File: config.mk
export PLATFORM = sky130hd
export DESIGN_NAME = raster_timing_gen
export DESIGN_NICKNAME = d
export VERILOG_FILES = /design/src/rtl/rtg_pkg.sv /design/src/rtl/rtg_beam_counter.sv /design/src/rtl/rtg_region_decode.sv /design/src/rtl/rtg_status_flags.sv /design/src/rtl/raster_timing_gen.sv
export SDC_FILE = /design/constraint.sdc
export NUM_CORES = 1
export LEC_CHECK = 0
export CORE_MARGIN = 2
export CORE_UTILIZATION = 25
export DETAILED_ROUTE_END_ITERATION = 10
export PLACE_DENSITY = 0.54
export SYNTH_ARGS = -nofsm -noshare
export SYNTH_HDL_FRONTEND = slang
export SYNTH_SLANG_ARGS = --single-unit
File: constraint.sdc
create_clock -name clk -period 6 [get_ports clk]
set_clock_uncertainty 0.2 [all_clocks]
set_input_delay 1.8 -clock clk [delete_from_list [all_inputs] [get_ports clk]]
set_output_delay 1.8 -clock clk [all_outputs]
set_load 0.05 [all_outputs]
File: src/rtl/rtg_pkg.sv
package rtg_pkg;

   // Part of the frame the beam is in, decoded from the line index.
   typedef enum logic [1:0] {
      RGN_VISIBLE = 2'd0,
      RGN_POST    = 2'd1,
      RGN_VBLANK  = 2'd2,
      RGN_PRE     = 2'd3
   } region_e;

endpackage

File: src/rtl/rtg_beam_counter.sv
// Dot and line counters with the optional short preparation line.
module rtg_beam_counter #(
   parameter int DOTS     = 341,
   parameter int LINES    = 262,
   parameter bit SKIP_ODD = 1'b1,
   parameter int DW       = $clog2(DOTS),
   parameter int LW       = $clog2(LINES)
) (
   input  logic          clk,
   input  logic          rst_n,
   input  logic          render_en,
   output logic [DW-1:0] dot_q,
   output logic [LW-1:0] line_q,
   output logic          odd_q,
   output logic [DW-1:0] dot_n,
   output logic [LW-1:0] line_n
);

   localparam logic [DW-1:0] LAST_DOT  = DW'(DOTS - 1);
   localparam logic [DW-1:0] SHORT_DOT = DW'(DOTS - 2);
   localparam logic [LW-1:0] LAST_LINE = LW'(LINES - 1);

   logic skip;
   logic odd_n;

   // Variant choice: with SKIP_ODD the preparation line of an odd,
   // rendering frame ends one dot early.
   generate
      if (SKIP_ODD) begin : g_skip
         assign skip = (line_q == LAST_LINE) && (dot_q == SHORT_DOT)
                       && odd_q && render_en;
      end else begin : g_noskip
         assign skip = 1'b0;
      end
   endgenerate

   always_comb begin
      dot_n  = dot_q + 1'b1;
      line_n = line_q;
      odd_n  = odd_q;
      if (skip || dot_q == LAST_DOT) begin
         dot_n = '0;
         if (line_q == LAST_LINE) begin
            line_n = '0;
            odd_n  = ~odd_q;
         end else begin
            line_n = line_q + 1'b1;
         end
      end
   end

   always_ff @(posedge clk) begin
      if (!rst_n) begin
         dot_q  <= '0;
         line_q <= LAST_LINE;
         odd_q  <= 1'b0;
      end else begin
         dot_q  <= dot_n;
         line_q <= line_n;
         odd_q  <= odd_n;
      end
   end

endmodule

File: src/rtl/rtg_region_decode.sv
// Decodes the line index into the four frame regions.
module rtg_region_decode
   import rtg_pkg::*;
#(
   parameter int LINES   = 262,
   parameter int VISIBLE = 240,
   parameter int LW      = $clog2(LINES)
) (
   input  logic [LW-1:0] line_q,
   output region_e       region,
   output logic          is_visible,
   output logic          is_post,
   output logic          is_vblank,
   output logic          is_pre
);

   localparam logic [LW-1:0] POST_LINE = LW'(VISIBLE);
   localparam logic [LW-1:0] PRE_LINE  = LW'(LINES - 1);

   always_comb begin
      if (line_q < POST_LINE)       region = RGN_VISIBLE;
      else if (line_q == POST_LINE) region = RGN_POST;
      else if (line_q == PRE_LINE)  region = RGN_PRE;
      else                          region = RGN_VBLANK;
   end

   assign is_visible = (region == RGN_VISIBLE);
   assign is_post    = (region == RGN_POST);
   assign is_vblank  = (region == RGN_VBLANK);
   assign is_pre     = (region == RGN_PRE);

endmodule

File: src/rtl/rtg_status_flags.sv
// Blank flag and the sprite-flag clear strobe, timed from the next beam
// position so that they change on the same edge as the counters.
module rtg_status_flags #(
   parameter int DW         = 9,
   parameter int LW         = 9,
   parameter int SET_LINE   = 241,
   parameter int CLEAR_LINE = 261,
   parameter int FLAG_DOT   = 1
) (
   input  logic          clk,
   input  logic          rst_n,
   input  logic [DW-1:0] dot_n,
   input  logic [LW-1:0] line_n,
   input  logic          rd_clr,
   output logic          vblank_q,
   output logic          spr_clr_q
);

   localparam logic [DW-1:0] EV_DOT   = DW'(FLAG_DOT);
   localparam logic [LW-1:0] EV_SET   = LW'(SET_LINE);
   localparam logic [LW-1:0] EV_CLEAR = LW'(CLEAR_LINE);

   logic hit_set;
   logic hit_clear;

   assign hit_set   = (line_n == EV_SET)   && (dot_n == EV_DOT);
   assign hit_clear = (line_n == EV_CLEAR) && (dot_n == EV_DOT);

   always_ff @(posedge clk) begin
      if (!rst_n) begin
         vblank_q  <= 1'b0;
         spr_clr_q <= 1'b0;
      end else begin
         spr_clr_q <= hit_clear;
         if (hit_set)                  vblank_q <= 1'b1;
         else if (hit_clear || rd_clr) vblank_q <= 1'b0;
      end
   end

endmodule

File: src/rtl/raster_timing_gen.sv
module raster_timing_gen
   import rtg_pkg::*;
#(
   parameter int DOTS_PER_LINE   = 341,
   parameter int LINES_PER_FRAME = 262,
   parameter int VISIBLE_LINES   = 240,
   parameter int FLAG_DOT        = 1,
   parameter bit SKIP_ODD        = 1'b1,
   localparam int DOT_W          = $clog2(DOTS_PER_LINE),
   localparam int LINE_W         = $clog2(LINES_PER_FRAME)
) (
   input  logic              clk,
   input  logic              rst_n,
   input  logic              render_en,
   input  logic              status_rd_clr,
   output logic [DOT_W-1:0]  dot,
   output logic [LINE_W-1:0] line,
   output logic              odd_frame,
   output logic              rgn_visible,
   output logic              rgn_post,
   output logic              rgn_vblank,
   output logic              rgn_pre,
   output logic              vblank_flag,
   output logic              sprite_flags_clr
);

   localparam int VBLANK_LINE = VISIBLE_LINES + 1;
   localparam int PRE_LINE    = LINES_PER_FRAME - 1;

   // Elaboration-time parameter checks.
   generate
      if (DOTS_PER_LINE < 4) begin : g_bad_dots
         $error("DOTS_PER_LINE must be at least 4");
      end
      if (LINES_PER_FRAME < VISIBLE_LINES + 3) begin : g_bad_lines
         $error("LINES_PER_FRAME must leave post, blank and preparation lines");
      end
      if (FLAG_DOT < 0 || FLAG_DOT > DOTS_PER_LINE - 3) begin : g_bad_flag
         $error("FLAG_DOT must lie inside the shortened line");
      end
   endgenerate

   logic [DOT_W-1:0]  dot_n;
   logic [LINE_W-1:0] line_n;
   region_e           region;

   rtg_beam_counter #(
      .DOTS     (DOTS_PER_LINE),
      .LINES    (LINES_PER_FRAME),
      .SKIP_ODD (SKIP_ODD),
      .DW       (DOT_W),
      .LW       (LINE_W)
   ) u_beam (
      .clk       (clk),
      .rst_n     (rst_n),
      .render_en (render_en),
      .dot_q     (dot),
      .line_q    (line),
      .odd_q     (odd_frame),
      .dot_n     (dot_n),
      .line_n    (line_n)
   );

   rtg_region_decode #(
      .LINES   (LINES_PER_FRAME),
      .VISIBLE (VISIBLE_LINES),
      .LW      (LINE_W)
   ) u_region (
      .line_q     (line),
      .region     (region),
      .is_visible (rgn_visible),
      .is_post    (rgn_post),
      .is_vblank  (rgn_vblank),
      .is_pre     (rgn_pre)
   );

   rtg_status_flags #(
      .DW         (DOT_W),
      .LW         (LINE_W),
      .SET_LINE   (VBLANK_LINE),
      .CLEAR_LINE (PRE_LINE),
      .FLAG_DOT   (FLAG_DOT)
   ) u_flags (
      .clk       (clk),
      .rst_n     (rst_n),
      .dot_n     (dot_n),
      .line_n    (line_n),
      .rd_clr    (status_rd_clr),
      .vblank_q  (vblank_flag),
      .spr_clr_q (sprite_flags_clr)
   );

endmodule

==> impl_metrics.tcl, run 1 <==
set metrics [dict create \
    outcome "completed" \
    period_share 0.716 \
    synth_top_area_cell "dfxtp_1" \
    synth_top_cell_area_share 0.325 \
    cp_slowest_cell "clkdlybuf4s50_1" \
    drtIter0Drc 47 \
    grt_max_degree 17 \
    cts_resized 0 \
    yosys_most_used_dff "dfxtp_1" \
    synth_xor_area_frac 0.0813 \
    yosysWarnings 0 \
    syn_nets 159 \
    drv_slew 0 \
    antenna_found_initial 0 \
    max_slew.worst_pin.slew_ns 0.524 \
    grt_pass1_vias 1089 \
    synth_edf_count 0 \
    holdWs_ns 0.331 \
    ant_nets 0 \
    final_cell_mix "clkdlybuf4s50_1, dfxtp_1, nor2_1" \
    die_h_um 75.9 \
    hold_viol_final 0 \
    crit_path_cell_trace "inv_1 -> ha_1 -> and3b_1 -> nand3_4 -> clkinv_4 -> nor2_1 -> clkdlybuf4s50_1" \
    insertion_delay_ns 0.26 \
    crit_buf_inv 3 \
    ir_worst_vdd_mv 0.0989 \
    crit_family "buffers and inverters" \
    gp_congestion 0.793 \
    drv_cap 0 \
    overflow 0 \
    dieArea_um2 5760 \
    synth_seq_cells 21 \
    dr.pass1.iters 4 \
    final_common_cell "clkdlybuf4s50_1" \
    min_path_cells 2 \
    grt_pass1_wl_mm 5.20 \
    start_util 0.256 \
    required_ns 4.00 \
    synth_simple_gate_area_share 0.375 \
    synth_area_leaders "dfxtp_1, xor2_1, nor2_1" \
    synth_cell_types 48 \
    rows 26 \
    seq_area_frac_synth 0.325 \
    maxSlewHeadroom 0.649 \
    timing.rr.end "u_flags.vblank_q" \
    gr-usage-all-layers 0.111 \
    synth_fa_ha_area_frac 0.0484 \
    syn_area_um2 1290 \
    wl_mm 3.22 \
    cts.reportedPaths.clkPinSlew_ns 0.08 \
    n_antenna_cell 0 \
    synthArstFlopShare 0 \
    slowest_delay_ns 0.81 \
    setup_viol 0 \
    die_w_um 75.9 \
    fmax_ghz 0.233 \
    wl_per_cell_um 13.1 \
    holdBufCountCts 0 \
    via_per_inst 4.59 \
    worst_hold_path_type "register to register" \
    period_minus_slack_ns 4.30 \
    leakagePower_nw 0.631 \
    cts_root_buffer "clkbuf_8" \
    synthCells 150 \
    end_kind "output pin" \
    numCtsBuffers 3 \
    crit_type "register to output pin" \
    worstPathMaxFanout 6 \
    yosys-mux-area-fraction 0.00774 \
    fin_tns_setup_ns 0 \
    rr_worst_depth 7 \
    portBuffers 28 \
    post_cts_buffers 0 \
    drc 0 \
    power.density_nw_per_um2 161 \
    drive_gt1_frac 0.0791 \
    h-tree-depth 1 \
    rsz0062_at_grt "no" \
    clock_sinks 21 \
    layout.nets 187 \
    synth_top_family_by_area "simple AND/OR/NAND/NOR gates" \
    r2r_start "u_beam.dot_q[0]" \
    worstPathArrival_ns 2.30 \
    worstHoldEndpoint "u_beam.line_q[1]" \
    coreArea_um2 5040 \
    hpwl_mm 2.34 \
    area_growth_pct 29.6 \
    rrSetupSlack_ns 3.39 \
    cts_tree "built" \
    ios 29 \
    synth-compound-area-share 0.114 \
    clock_path_buffers 2 \
    startpoint_type "register" \
    worstHoldStart "u_beam.line_q[1]" \
    vias 1133 \
    syn_avg_cell_area_um2 8.62 \
]
[how the worst max path moves through the flow]
stage                startpoint  cells past startpoint  slack (ns)         end
6_report       u_beam.line_q[1]                      7        1.70  rgn_vblank
5_1_grt        u_beam.line_q[1]                      7        1.57  rgn_vblank
4_1_cts        u_beam.line_q[1]                      7        1.67  rgn_vblank
3_5_place_dp   u_beam.line_q[1]                      7        1.98  rgn_vblank
3_3_place_gp   u_beam.line_q[1]                      7        2.03  rgn_vblank
2_1_floorplan  u_beam.line_q[1]                      6        1.84  rgn_vblank
[area by class of cell]
type,count,area [µm²]
clock buffers,3,41.3
clock inverters,1,5.00
fillers,550,3370
inverters,7,31.3
multi-input cells,117,810
flip-flops and latches,21,420
well taps,70,87.6
repair buffers,28,280
[worst reg2reg max path, cell delays in order (launching register included)]
cell and delay [ns]:
dfxtp_1 0.51, inv_1 0.08, ha_1 0.31, or4_1 0.52
a211oi_1 0.32, nand4_1 0.17, o311ai_1 0.26, o41ai_1 0.11
[state kept, by name (all words and copies together), names as in the netlist]
signal	flops
u_beam.dot_q	9
u_flags.spr_clr_q	1
u_flags.vblank_q	1
u_beam.odd_q	1
u_beam.line_q	9
[cells by family (layout without fill, tap and decap cells)]
logic type / after synthesis / in the layout
buffers and inverters: 12 / 39
xor gates and xnor gates: 12 / 12
DFF: 21 / 21
adders and majority gates: 5 / 5
and+or+nand+nor: 79 / 79
AOI/OAI and AO/OA: 20 / 20
muxes: 1 / 1
[metrics by stage]
step / worst slack, ns / total power (W) / util / std cells / instance area [µm²]
finish: 1.70 / 0.000270 / 0.332 / 247 / 1680
CTS: 1.67 / 0.000275 / 0.332 / 247 / 1680
floorplan: 1.84 / 0.000168 / - / 150 / 1290
global placement: 2.03 / 0.000178 / 0.323 / 243 / 1630
detailed placement: 1.98 / 0.000178 / 0.323 / 243 / 1630
global route: 1.57 / 0.000281 / 0.332 / 247 / 1680
[metal layers]
metal / vias up / wire length, µm / GRT usage
li1: 593 / - / -
met1: 518 / 1560 / 0.136
met2: 20 / 1500 / 0.192
met3: 2 / 140 / 0.0310
met4: 0 / 23 / 0.0273
met5: - / 0 / 0
[synthesized netlist by cell type, types with 3 or more instances]
cell	count
dfxtp_1	21
nor2_1	18
nand2_1	15
xor2_1	9
nand3_1	8
and2_1	6
inv_1	6
ha_1	5
nand4_1	5
nor3_1	4
and3_1	3
o21ai_0	3
xnor2_1	3
[power by group]
part           internal [W]  leakage, nW  switching [W]
clock network     0.0000463       0.0255      0.0000488
logic             0.0000117        0.435      0.0000172
registers          0.000142        0.170     0.00000421
No activity file was read; power rests on OpenSTA's default activity.
==> run 2: changes to the inputs <==
clock period = 4.2 ns   (was 6 ns; I/O delays follow)
==> run 2 against run 1 <==
Count of clock-buffer cells in the layout did not move. Critical path depth did not move. Combinational power rose by 43%. First-iteration DRC count did not move. Die area did not move. Non-clock buffer count did not move. Core utilization did not move. Sequential power rose by 43%. Critical path type unchanged.
==> impl_metrics.tcl, run 2 (same netlist as run 1, synthesis figures left out) <==
set metrics [dict create \
    period_share 0.893 \
    drc 0 \
    period_minus_slack_ns 3.75 \
    cts_root_buffer "clkbuf_8" \
    layout.nets 187 \
    rows 26 \
    combPwrFrac 0.107 \
    cts_resized 0 \
    gr-usage-all-layers 0.109 \
    die_w_um 75.9 \
    grt_max_degree 17 \
    cts_tree "built" \
    holdBufCountCts 0 \
    antenna_found_initial 0 \
    portBuffers 28 \
    clock_sinks 21 \
    final_common_cell "clkdlybuf4s50_1" \
    ant_nets 0 \
    p_total_w 0.000387 \
    rsz0062_at_grt "no" \
    postLayoutCoreUtil 0.332 \
    maxSlewHeadroom 0.656 \
    fmax_ghz 0.267 \
    hpwl_mm 2.31 \
    crit_type "register to output pin" \
    drv_cap 0 \
    h-tree-depth 1 \
    wl_per_cell_um 12.8 \
    leakagePower_nw 0.631 \
    die_h_um 75.9 \
    insertion_delay_ns 0.26 \
    setup_viol 0 \
    slowest_delay_ns 0.81 \
    worst_hold_path_type "register to register" \
    end_kind "output pin" \
    reg_top3 "u_beam.dot_q: 9 flops, u_beam.line_q: 9 flops" \
    cts.reportedPaths.clkPinSlew_ns 0.08 \
    worstPathArrival_ns 2.29 \
    outcome "completed" \
    max_slew.worst_pin.slew_ns 0.514 \
    dr.pass1.iters 4 \
    clock_path_buffers 2 \
    start_util 0.256 \
    crit_path_cell_trace "inv_1 -> ha_1 -> and3b_1 -> nand3_4 -> clkinv_4 -> nor2_1 -> clkdlybuf4s50_1" \
    dpl-instance-area_um2 1630 \
    drv_slew 0 \
    grt_pass1_wl_mm 5.18 \
    coreArea_um2 5040 \
    dieArea_um2 5760 \
    postLayoutCellArea_um2 1680 \
    p_sw_w 0.000102 \
    drive_gt1_frac 0.0791 \
    drtIter0Drc 47 \
    ios 29 \
    post_cts_buffers 0 \
    swShare 0.263 \
    grt_pass1_vias 1082 \
    vias 1145 \
    fin_tns_setup_ns 0 \
    wl_mm 3.17 \
    area_growth_pct 29.6 \
    via_per_inst 4.64 \
    overflow 0 \
    cp_slowest_cell "clkdlybuf4s50_1" \
    gp_congestion 0.794 \
    hold_viol_final 0 \
    required_ns 2.74 \
    clkPwrFrac 0.354 \
    startpoint_type "register" \
    intPower_w 0.000285 \
    seq_power_share 0.539 \
    n_antenna_cell 0 \
    worstPathMaxFanout 6 \
    ir_worst_vdd_mv 0.136 \
    numCtsBuffers 3 \
    power.density_nw_per_um2 231 \
    final_cell_mix "clkdlybuf4s50_1, dfxtp_1, nor2_1" \
]
run 2: power groups by stage:
stage,logic [W],registers (W),clock network (W)
final,0.0000414,0.000209,0.000137
after global routing,0.0000446,0.000210,0.000148
after CTS,0.0000421,0.000209,0.000143
after detailed placement,0.0000418,0.000213,0
after global placement,0.0000414,0.000213,0
after floorplan,0.0000169,0.000223,0
run 2: per-layer routing:
layer / global-route usage / up-vias / routed length (µm)
met4: 0.0218 / 0 / 17
met5: 0 / - / 0
li1: - / 595 / -
met1: 0.135 / 526 / 1550
met3: 0.0321 / 2 / 131
met2: 0.188 / 22 / 1470
run 2: through the flow:
step                std cells  worst slack, ns  hold slack, ns
floorplan                 150            0.579           0.505
global placement          243            0.775           0.307
detailed placement        243            0.728           0.311
CTS                       247            0.423           0.336
global route              247            0.326           0.363
finish                    247            0.449           0.332
run 2: worst max-delay path: cells and delay by family, from the launching register on:
kind / cells / cell delay [ns]
and+or+nand+nor: 3 / 0.45
DFF: 1 / 0.40
buffers and inverters: 3 / 0.99
adders and majority gates: 1 / 0.19
run 2: final timing paths:
kind | startpoint | end | slack [ns] | cells past startpoint
max reg2reg | u_beam.dot_q[0] | u_flags.vblank_q | 1.59 | 7
min | u_beam.line_q[1] | u_beam.line_q[1] | 0.33 | 2
max | u_beam.line_q[1] | rgn_vblank | 0.45 | 7
min reg2reg | u_beam.line_q[1] | u_beam.line_q[1] | 0.33 | 2
run 2: final cells by class:
type | count | area, µm²
flip-flops and latches | 21 | 420
clock inverters | 1 | 5.00
inverters | 7 | 31.3
clock buffers | 3 | 41.3
well taps | 70 | 87.6
multi-input cells | 117 | 810
repair buffers | 28 | 280
fillers | 545 | 3370
==> run 3: changes to the inputs <==
--- a/config.mk
+++ b/config.mk
@@ -7,2 +7,3 @@
 export LEC_CHECK = 0
+export ABC_AREA = 1
 export CORE_MARGIN = 2
@@ -10,3 +11,2 @@
 export DETAILED_ROUTE_END_ITERATION = 10
-export PLACE_DENSITY = 0.54
 export SYNTH_ARGS = -nofsm -noshare
==> constraint.sdc (replaced) <==
create_clock -name clk -period 4.2 [get_ports clk]
set_clock_uncertainty 0.2 [all_clocks]
set_input_delay 0.42 -clock clk [delete_from_list [all_inputs] [get_ports clk]]
set_output_delay 0.42 -clock clk [all_outputs]
set_load 0.05 [all_outputs]
==> run 3 against run 2 <==
Hold slack worse by 0.0055 ns. Synthesized cell count rose by 46%. Global-route usage is 0.25 points higher. Register-to-register slack better by 0.38 ns. Sequential power shrank 2%. Total power shrank 2.2%. Combinational power barely moved. Maximum frequency rose by 29%. First-iteration DRC count up 43%. Flip-flop and latch count unchanged.
==> impl_metrics.tcl, run 3 <==
set metrics [dict create \
    outcome "completed" \
    worst_slack_ns 1.30 \
    worstPathMaxFanout 7 \
    final_common_cell "nand2_1" \
    reg_top3 "u_beam.dot_q: 9 flops, u_beam.line_q: 9 flops" \
    grt_pass1_wl_mm 5.54 \
    end_kind "output pin" \
    postLayoutCoreUtil 0.326 \
    syn_area_um2 1400 \
    r2r_start "u_beam.line_q[0]" \
    final_cell_mix "nand2_1, nor2_1, inv_1" \
    ios 29 \
    antenna_found_initial 0 \
    clock_path_buffers 2 \
    cts_tree "built" \
    setup_viol 0 \
    post_cts_buffers 0 \
    cp-startpoint "u_beam.line_q[0]" \
    crit_type "register to output pin" \
    wl_per_cell_um 10.5 \
    numCtsBuffers 3 \
    synthArstFlopShare 0 \
    start_util 0.256 \
    drv_cap 0 \
    die_w_um 78.9 \
    ir_worst_vdd_mv 0.0998 \
    cp_slowest_cell "clkdlybuf4s50_1" \
    holdBufCountCts 0 \
    synth_top_area_cell "dfxtp_1" \
    synth_seq_cells 21 \
    die_h_um 78.9 \
    yosysMostFrequentCell "nand2_1" \
    dp_slack_ns 1.59 \
    maxSlewHeadroom 0.660 \
    ant_nets 0 \
    period_minus_slack_ns 2.90 \
    synth_area_leaders "dfxtp_1, nand2_1, nor2_1" \
    grt_max_degree 19 \
    dieArea_um2 6220 \
    cts_resized 0 \
    cts_root_buffer "clkbuf_8" \
    portBuffers 28 \
    drv_slew 0 \
    fmax_ghz 0.345 \
    synth_top_cell_area_share 0.300 \
    coreArea_um2 5470 \
    wl_mm 3.37 \
    crit_buf_inv 1 \
    yosys_most_used_dff "dfxtp_1" \
    leakagePower_nw 0.844 \
    syn_nets 228 \
    crit_family "buffers and inverters" \
    hpwl_mm 2.65 \
    hold_viol_final 0 \
    rsz0062_at_grt "no" \
    startpoint_type "register" \
    slowest_delay_ns 0.89 \
    n_antenna_cell 0 \
    overflow 0 \
    layout.nets 257 \
    worst_hold_path_type "register to register" \
    yosysWarnings 0 \
    vias 1346 \
    drive_gt1_frac 0.0850 \
    grt_pass1_vias 1251 \
    seq_area_frac_synth 0.300 \
    yosys-top-cells-count "nand2_1, nor2_1, inv_1" \
    gp_congestion 0.827 \
    rows 27 \
    synthCells 219 \
    period_share 0.690 \
    power.density_nw_per_um2 212 \
    clock_sinks 21 \
    worstPathArrival_ns 2.28 \
    worstHoldStart "u_beam.dot_q[0]" \
    insertion_delay_ns 0.26 \
    via_per_inst 4.22 \
    crit_path_cell_trace "ha_1 -> nand3_1 -> nor2_1 -> clkdlybuf4s50_1" \
    synth_edf_count 0 \
    syn_avg_cell_area_um2 6.40 \
    max_slew.worst_pin.slew_ns 0.508 \
    dr.pass1.iters 4 \
    drtIter0Drc 67 \
    synth_cell_types 25 \
    drc 0 \
    h-tree-depth 1 \
    required_ns 3.58 \
    gr-usage-all-layers 0.112 \
    area_growth_pct 27.2 \
    fin_tns_setup_ns 0 \
    cts.reportedPaths.clkPinSlew_ns 0.08 \
]
==> run 3: changes by cell type after synthesis, sizes merged, moves of 3 or more <==
cell / previous run / this run
and3: 3 / 0
nand3: 9 / 29
nor2: 19 / 40
inv: 6 / 35
nand2: 15 / 58
and2: 6 / 0
==> run 3: cell type report <==
type                       instances  area (µm²)
sequential                        21         420
clock buffer                       4        45.0
tap                               72        90.1
multi-input combinational        157         808
timing repair buffer              28         280
fill                             617        3690
inverter                          37         139
==> run 3: worst paths after layout <==
path	to	slack (ns)	cells past startpoint
max	rgn_pre	1.30	4
min	u_beam.dot_q[0]	0.33	1
max reg2reg	u_flags.vblank_q	1.97	12
min reg2reg	u_beam.dot_q[0]	0.33	1
==> run 3: power by group <==
| part | internal (W) | switching [W] |
|---|---|---|
| Sequential | 0.000202 | 0.00000302 |
| Combinational | 0.0000144 | 0.0000272 |
| Clock | 0.0000676 | 0.0000639 |
| Total | 0.000284 | 0.0000940 |
==> run 3: kinds of logic after synthesis <==
| kind of cell | after synthesis | synth area share |
|---|---|---|
| xor+xnor | 8 | 0.0500 |
| fa+ha+maj | 5 | 0.0446 |
| buf+inv | 41 | 0.123 |
| flops | 21 | 0.300 |
| compound gates | 6 | 0.0268 |
| simple gates | 138 | 0.455 |
==> run 3: metal layers <==
metal | part of all wire | up-vias | track usage
met5 | 0 | - | 0
met4 | 0.018 | 0 | 0.0534
met3 | 0.034 | 6 | 0.0159
met2 | 0.43 | 24 | 0.175
met1 | 0.51 | 584 | 0.150
li1 | - | 732 | -
==> run 3: stage by stage <==
stage	cell area, µm²	total power [W]	cells	hold slack (ns)
2_1_floorplan	1400	0.000238	219	0.289
3_3_place_gp	1740	0.000252	315	0.310
3_5_place_dp	1740	0.000252	315	0.307
4_1_cts	1780	0.000386	319	0.325
5_1_grt	1780	0.000398	319	0.365
6_report	1780	0.000378	319	0.326
